`src/rtl/pause_backoff_timer.sv`:
```
module pause_backoff_timer #(
  parameter int PRESCALE = 128,
  parameter int QUANTA_W = 16
) (
  input  logic                clk,
  input  logic                rst_n,
  input  logic                fc_enable,
  input  logic                pause_valid,
  input  logic [QUANTA_W-1:0] pause_time,
  input  logic                tx_busy,
  input  logic                next_is_ctrl,
  output logic                tx_allow
);
  localparam int PW = (PRESCALE > 1) ? $clog2(PRESCALE) : 1;
  localparam logic [PW-1:0] PLAST = PW'(PRESCALE - 1);

  logic [QUANTA_W-1:0] quanta_q;
  logic [QUANTA_W-1:0] pend_q;
  logic [PW-1:0]       presc_q;
  logic                pend_vld;

  wire hold      = quanta_q != '0;
  wire take_now  = pause_valid && !tx_busy;
  wire take_pend = pend_vld && !tx_busy && !pause_valid;
  wire [QUANTA_W-1:0] load_val = pause_valid ? pause_time : pend_q;
  wire quantum_end = hold && (presc_q == PLAST);

  assign tx_allow = !fc_enable || next_is_ctrl || !hold;

  always_ff @(posedge clk or negedge rst_n) begin
    if (!rst_n) begin
      quanta_q <= '0;
      presc_q  <= '0;
    end else if (!fc_enable) begin
      quanta_q <= '0;
      presc_q  <= '0;
    end else if (take_now || take_pend) begin
      quanta_q <= load_val;
      presc_q  <= '0;
    end else if (quantum_end) begin
      quanta_q <= quanta_q - 1'b1;
      presc_q  <= '0;
    end else if (hold) begin
      presc_q  <= presc_q + 1'b1;
    end
  end

  always_ff @(posedge clk or negedge rst_n) begin
    if (!rst_n) begin
      pend_vld <= 1'b0;
      pend_q   <= '0;
    end else if (!fc_enable) begin
      pend_vld <= 1'b0;
      pend_q   <= '0;
    end else if (pause_valid && tx_busy) begin
      pend_vld <= 1'b1;
      pend_q   <= pause_time;
    end else if (!tx_busy) begin
      pend_vld <= 1'b0;
    end
  end
endmodule

```
`config.mk`:
```
export PLATFORM = sky130hd
export DESIGN_NAME = pause_backoff_timer
export DESIGN_NICKNAME = d
export VERILOG_FILES = /design/src/rtl/pause_backoff_timer.sv
export SDC_FILE = /design/constraint.sdc
export NUM_CORES = 1
export LEC_CHECK = 0
export ABC_AREA = 1
export ABC_CLOCK_PERIOD_IN_PS = 1770
export BUFFER_PORTS_ARGS = -buffer_cell sky130_fd_sc_hd__buf_2
export CAP_MARGIN = 20
export CORE_MARGIN = 5
export CORE_UTILIZATION = 59
export DETAILED_ROUTE_END_ITERATION = 8
export PLACE_DENSITY = 0.83
export SYNTH_ARGS = -nofsm -noshare
export SYNTH_HDL_FRONTEND = slang
export SYNTH_SLANG_ARGS = --single-unit
```
`constraint.sdc`:
```
create_clock -name clk -period 1.77 [get_ports clk]
set_input_delay 0.2655 -clock clk [delete_from_list [all_inputs] [get_ports clk]]
set_output_delay 0.2655 -clock clk [all_outputs]
set_load 0.01 [all_outputs]
```
==> qor.csv, run 1 <==
metric,value,unit
initial antenna violation count,0,
WP data arrival,1430,ps
Mapped Cells,352,
Synth Net Count,376,
slew margin rel.,0.667,
htree depth,2,
WP data required,1500,ps
"critical path fanouts, max",5,
drt first pass iters,5,
Critical Path Max Stage Delay,460,ps
grt total ovfl,0,
clock buffer depth,2,
Crit Path Category,reg -> out,
final std cells w/o fill,438,
Chip Height,74.7,µm
die width,74.7,µm
TritonCTS Buffers,5,
Total GRT Usage,0.236,
element type at the critical path start,flop,
total wire length,6.02,mm
share of cells above drive strength 1,0.191,
maximum VDD drop,0.585,mV
fin crit share,0.961,
met2 wire length,2.96,mm
Pleak,1.46,nW
Yosys top cell area share,0.405,
# setup viols final,0,
ranking of synthesized cells by area,"dfrtp_1 41%, nand2_1 15%, nand3_1 8.7%",
Yosys cell types,30,
Final Util,0.721,
first-pass GRT wire length,10.1,mm
global placer's final weighted congestion,0.964,
DRC Markers,0,
Slew @ Worst Pin,500,ps
post-DP HPWL,4.34,mm
post-synth top area cell,dfrtp_1,
Clock Skew,3.36,ps
via count,2442,
hold slack final,229,ps
clk slew on worst S/H paths,80,ps
vias per cell,5.58,
P&R area growth vs syn,17.6,%
switching share of power,0.362,
antenna-violating nets left,0,
Avg Synthesized Cell Area,7.02,µm²
Synth warnings,0,
outcome,"finished, final reports clean",
post-synthesis cell area,0.00247,mm²
max-cap violations,0,
min-delay worst type,in -> reg,
power density cells,966,mW/mm²
Yosys reg bits,40,
critical path cell sequence,nor2_4 -> nand2_1 -> nor2_4 -> nand2_2 -> nand2_1 -> buf_2,
Die Area,0.00558,mm²
highest routed metal layer,met4,
"Seq/Total Area, Yosys",0.405,
CTS tree,done,
wl on met1,2.62,mm
Int Pwr,1.79,mW
clk sinks,40,
Flop pwr share,0.400,
Place WS,37.5,ps
Starting Density,0.613,
Worst setup EP type,output pin,
average wire per standard cell,13.7,µm
dpl cells,421,
Net Switching,1.02,mW
min Tclk post-route,1700,ps
worst skew pair latency,290,ps
Pwr Total,2.81,mW
Core ar.,0.00403,mm²
clock root buffer,clkbuf_8,
n_diodes,0,
largest net degree at the start of global routing,24,
Final Max Tran Viols,0,
Final #Nets,411,
slack of the critical path,69.6,ps
"Slowest-stage cell, CP",dfrtp_2,
Core Rows,23,
Comb power frac,0.336,
final-report hold violation count,0,
met3 wire len,354,µm
vias in the first global route,2217,
Initial DRC Count,147,
Fmax,588,MHz
IO Pins,23,
port buffer count,22,
Clock power frac,0.264,
==> cells in the final DEF, fill, tap and decap left out, types with 2 or more instances in the layout <==
cell	synthesis	layout
nand2_4	1	2
nor2_2	7	7
nor2_1	36	32
o211ai_1	5	5
clkinvlp_4	0	2
inv_2	2	3
clkbuf_8	0	5
o21ai_0	39	39
o22ai_1	3	3
nor2_4	2	6
nand2_2	1	2
buf_2	1	22
a21oi_1	4	4
nand2_1	100	98
o21ai_1	3	3
xor2_1	2	2
inv_1	39	37
nand3_2	1	2
nand3b_1	2	2
dfrtp_1	40	38
dfrtp_2	0	2
nand4_1	4	4
nand3_1	43	42
buf_4	0	12
==> cells in the mapped netlist, drive strengths merged <==
cell / instances
o21ai: 42
clkbuf: 7
inv: 41
o22ai: 3
a21boi: 1
dfrtp: 40
xor2: 2
nand3: 45
nor3: 1
buf: 3
nand3b: 2
a21oi: 4
nand2: 103
a31oi: 1
nand4: 4
ha: 2
o211ai: 5
nor2: 46
==> kinds of logic after synthesis <==
family          after synthesis  share of synthesized area
compound gates               56                      0.122
xor+xnor                      2                    0.00709
flops                        40                      0.405
buf+inv                      51                     0.0826
fa+ha+maj                     2                     0.0101
simple gates                201                      0.373
==> area by class of cell <==
cell class,count,area (µm²)
Multi-Input combinational cell,261,1330
Clock inverter,2,35.0
Timing Repair Buffer,37,241
Tap cell,50,62.6
Sequential cell,40,1000
Timing Repair inverter,1,7.51
Fill cell,309,1120
Clock buffer,6,72.6
Inverter,41,158
==> critical path, delay by kind of cell (launching register included) <==
| kind | cells | cell delay [ps] |
|---|---|---|
| buffers and inverters | 1 | 130 |
| flip-flops | 1 | 460 |
| AND/OR/NAND/NOR | 5 | 560 |
==> sequential cells by signal (all words and copies together) (netlist names) <==
signal    flops
presc_q       7
pend_q       16
pend_vld      1
quanta_q     16
==> power groups by stage <==
stage          logic [mW]  clock network, mW  registers (mW)
2_1_floorplan       0.624                  0            1.10
3_3_place_gp        0.790                  0            1.12
3_5_place_dp        0.817                  0            1.13
4_1_cts             0.868              0.756            1.11
5_1_grt              1.06              0.790            1.14
6_report            0.944              0.741            1.12
==> layer usage <==
layer  global-route usage  vias to the layer above
li1                     -                     1213
met4               0.0711                        0
met1                0.311                     1138
met5                    0                        -
met2                0.395                       76
met3               0.0467                       15
==> final timing paths <==
check	cells after the start	to	slack [ps]	startpoint
worst max-delay path	6	tx_allow	70	quanta_q[9]
worst min register to register	2	quanta_q[1]	520	quanta_q[1]
worst min-delay path	3	pend_q[10]	230	pause_time[10]
min in group asynchronous	2	presc_q[4]	470	rst_n
worst max register to register	9	quanta_q[5]	170	quanta_q[4]
max in group asynchronous	3	quanta_q[5]	820	rst_n
==> repair_timing <==
item                                    4_1_cts  5_1_grt
gates cloned                                  0        1
endpoints found under the setup margin        1       17
gates resized for setup                       5       16
hold buffers                                  1        0
endpoints found under the hold margin        20        0
pin swaps                                     1        2
setup buffers                                 2        5
==> through the flow <==
stage | setup TNS (ps) | instance area (µm²)
after floorplan | 0 | 2470
after global placement | 0 | 2660
after detailed placement | 0 | 2660
after CTS | 0 | 2800
after global routing | -6.78 | 2910
final | 0 | 2910
(Power assumes the default switching activity.)
==> inputs of run 2 (changes only) <==
--- a/config.mk
+++ b/config.mk
@@ -7,11 +7,11 @@
 export LEC_CHECK = 0
 export ABC_AREA = 1
 export ABC_CLOCK_PERIOD_IN_PS = 1770
-export BUFFER_PORTS_ARGS = -buffer_cell sky130_fd_sc_hd__buf_2
 export CAP_MARGIN = 20
 export CORE_MARGIN = 5
-export CORE_UTILIZATION = 59
+export CORE_UTILIZATION = 63
 export DETAILED_ROUTE_END_ITERATION = 8
+export DONT_BUFFER_PORTS = 1
 export PLACE_DENSITY = 0.83
 export SYNTH_ARGS = -nofsm -noshare
 export SYNTH_HDL_FRONTEND = slang
==> qor.csv, run 2 (synthesis gave the netlist of run 1 again) <==
metric,value,unit,change
outcome,"finished, final reports clean",,
cell area after placement,0.00252,mm²,-5.0%
CP most frequent cell,nand2_2,,
slack of the critical path,93.7,ps,+24.1 ps
"commonest non-fill, non-tap cell in the layout",nand2_1,,
element type at the critical path start,flop,,
fin crit share,0.947,,-0.0136
crit path buf inv count,0,,-1
vias per cell,5.68,,+1.9%
max-cap violations,0,,unchanged
vias in the first global route,2247,,+1.4%
WP data required,1500,ps,about the same
Slew @ Worst Pin,399,ps,-101 ps
Pwr Total,2.50,mW,-11%
CP startpoint,quanta_q[5],,
capturing point of the worst reg2reg path,quanta_q[11],,
Fmax,597,MHz,+1.4%
Initial DRC Count,196,,+33%
clk slew on worst S/H paths,70,ps,about the same
global placer's final weighted congestion,0.946,,-1.9%
"Slowest-stage cell, CP",dfrtp_1,,
hold slack final,119,ps,-110 ps
multi-input logic area,0.00130,mm²,-1.9%
min Tclk post-route,1680,ps,-24.1 ps
most frequent cells in the layout,"98 x nand2_1, 42 x nand3_1, 40 x dfrtp_1",,
power density cells,936,mW/mm²,-3.2%
WP data arrival,1410,ps,-20 ps
maximum VDD drop,0.565,mV,-3.3%
antenna-violating nets left,0,,unchanged
Largest regs,"pend_q: 16 flops, quanta_q: 16 flops, presc_q: 7 flops",,
Final #Nets,382,,-7.1%
Core Rows,22,,-4.3%
IO Pins,23,,unchanged
R2R setup slack,140,ps,-30 ps
Total GRT Usage,0.237,,+0.000680
post-DP HPWL,4.21,mm,-3.1%
Core ar.,0.00372,mm²,-7.8%
grt total ovfl,0,,unchanged
Die Area,0.00527,mm²,-5.5%
design area,0.00268,mm²,-7.9%
port buffer count,0,,-100%
clock root buffer,clkbuf_8,,
Place WS,23.8,ps,-13.7 ps
RSZ-0062 raised after global routing,yes,,
clk sinks,40,,unchanged
largest net degree at the start of global routing,41,,+71%
clock buffer depth,2,,unchanged
# setup viols final,0,,unchanged
Pleak,1.33,nW,-8.9%
register area,0.00100,mm²,-0.25%
"CP delay by family, top",simple AND/OR/NAND/NOR gates,,
"critical path fanouts, max",5,,unchanged
htree depth,2,,unchanged
Final Max Tran Viols,0,,unchanged
worst skew pair latency,290,ps,about the same
total wire length,5.74,mm,-4.7%
min-delay worst type,in -> reg,,
share of cells above drive strength 1,0.106,,-0.0846
Worst setup EP type,output pin,,
Crit Reg-Reg Startpoint,presc_q[1],,
n_diodes,0,,unchanged
drt first pass iters,5,,unchanged
critical path cell sequence,nor2_1 -> nand2_1 -> nor2_8 -> nand2_2 -> nand2_2,,
Critical Path Max Stage Delay,440,ps,-20 ps
filler cell count,296,,-4.2%
Clock Skew,5.91,ps,+2.54 ps
die width,72.6,µm,-2.8%
CTS tree,done,,
critical path depth in cells,5,,-1
initial antenna violation count,0,,unchanged
via count,2307,,-5.5%
CP endpoint,tx_allow,,
DRC Markers,0,,unchanged
P&R area growth vs syn,8.31,%,
first-pass GRT wire length,10.0,mm,-1.0%
TritonCTS Buffers,5,,unchanged
Final Util,0.720,,-0.00125
Chip Height,72.6,µm,-2.8%
slew margin rel.,0.733,,+0.0664
Starting Density,0.665,,+0.0516
Crit Path Category,reg -> out,,
R2R depth,9,,unchanged
final-report hold violation count,0,,unchanged
average wire per standard cell,14.1,µm,+2.8%
## run 2: changes by cell type in the layout (fill, tap and decap cells not counted), sizes merged
cell,change
buf,-28
clkinvlp,-2
bufinv,-1
inv,+1
## run 2: worst register-to-register path: cells and delay by family (launching register included)
| kind | cells | cell delay [ps] |
|---|---|---|
| DFF | 1 | 370 |
| AOI/OAI and AO/OA | 1 | 70 |
| buffers and inverters | 1 | 180 |
| adders and majority gates | 1 | 220 |
| and+or+nand+nor | 6 | 670 |
## run 2: cell type report
cell class | count | area share
Multi-Input combinational cell | 261 | 0.486
Clock inverter | 1 | 0.00187
Inverter | 41 | 0.0575
Tap cell | 48 | 0.0225
Sequential cell | 40 | 0.374
Timing Repair Buffer | 9 | 0.0309
Clock buffer | 6 | 0.0271
## run 2: where the power goes
| part | leakage [nW] | internal [mW] | switching, mW |
|---|---|---|---|
| Sequential | 0.535 | 1.01 | 0.106 |
| Combinational | 0.750 | 0.297 | 0.524 |
| Clock | 0.0410 | 0.268 | 0.298 |
| Total | 1.33 | 1.57 | 0.928 |
## run 2: worst min path at each step
stage                      from   endpoint  slack (ps)  depth (start not counted)
floorplan                 rst_n  pend_q[0]         -30                          0
global placement          rst_n  pend_q[2]         -30                          0
detailed placement        rst_n  pend_q[1]         -30                          0
CTS                 pause_valid   pend_vld         110                          2
global route          fc_enable  pend_q[6]         130                          2
finish              pause_valid   pend_vld         120                          2
## run 2: through the flow
stage	cells	TNS (ps)
after CTS	405	0
after floorplan	352	0
final	406	0
after global routing	406	-3.52
after global placement	396	0
after detailed placement	396	0
## run 2: what timing repair did
item	4_1_cts	5_1_grt
setup buffers	0	1
hold buffers	2	0
setup endpoints to repair	2	17
gates resized for setup	4	6
hold endpoints to repair	40	0
pin swaps	0	1
## run 2: routing by layer
metal	vias up	track usage	part of all wire
li1	1152	-	-
met1	1066	0.321	0.45
met2	78	0.388	0.48
met3	11	0.0413	0.055
met4	0	0.0717	0.014
met5	-	0	0
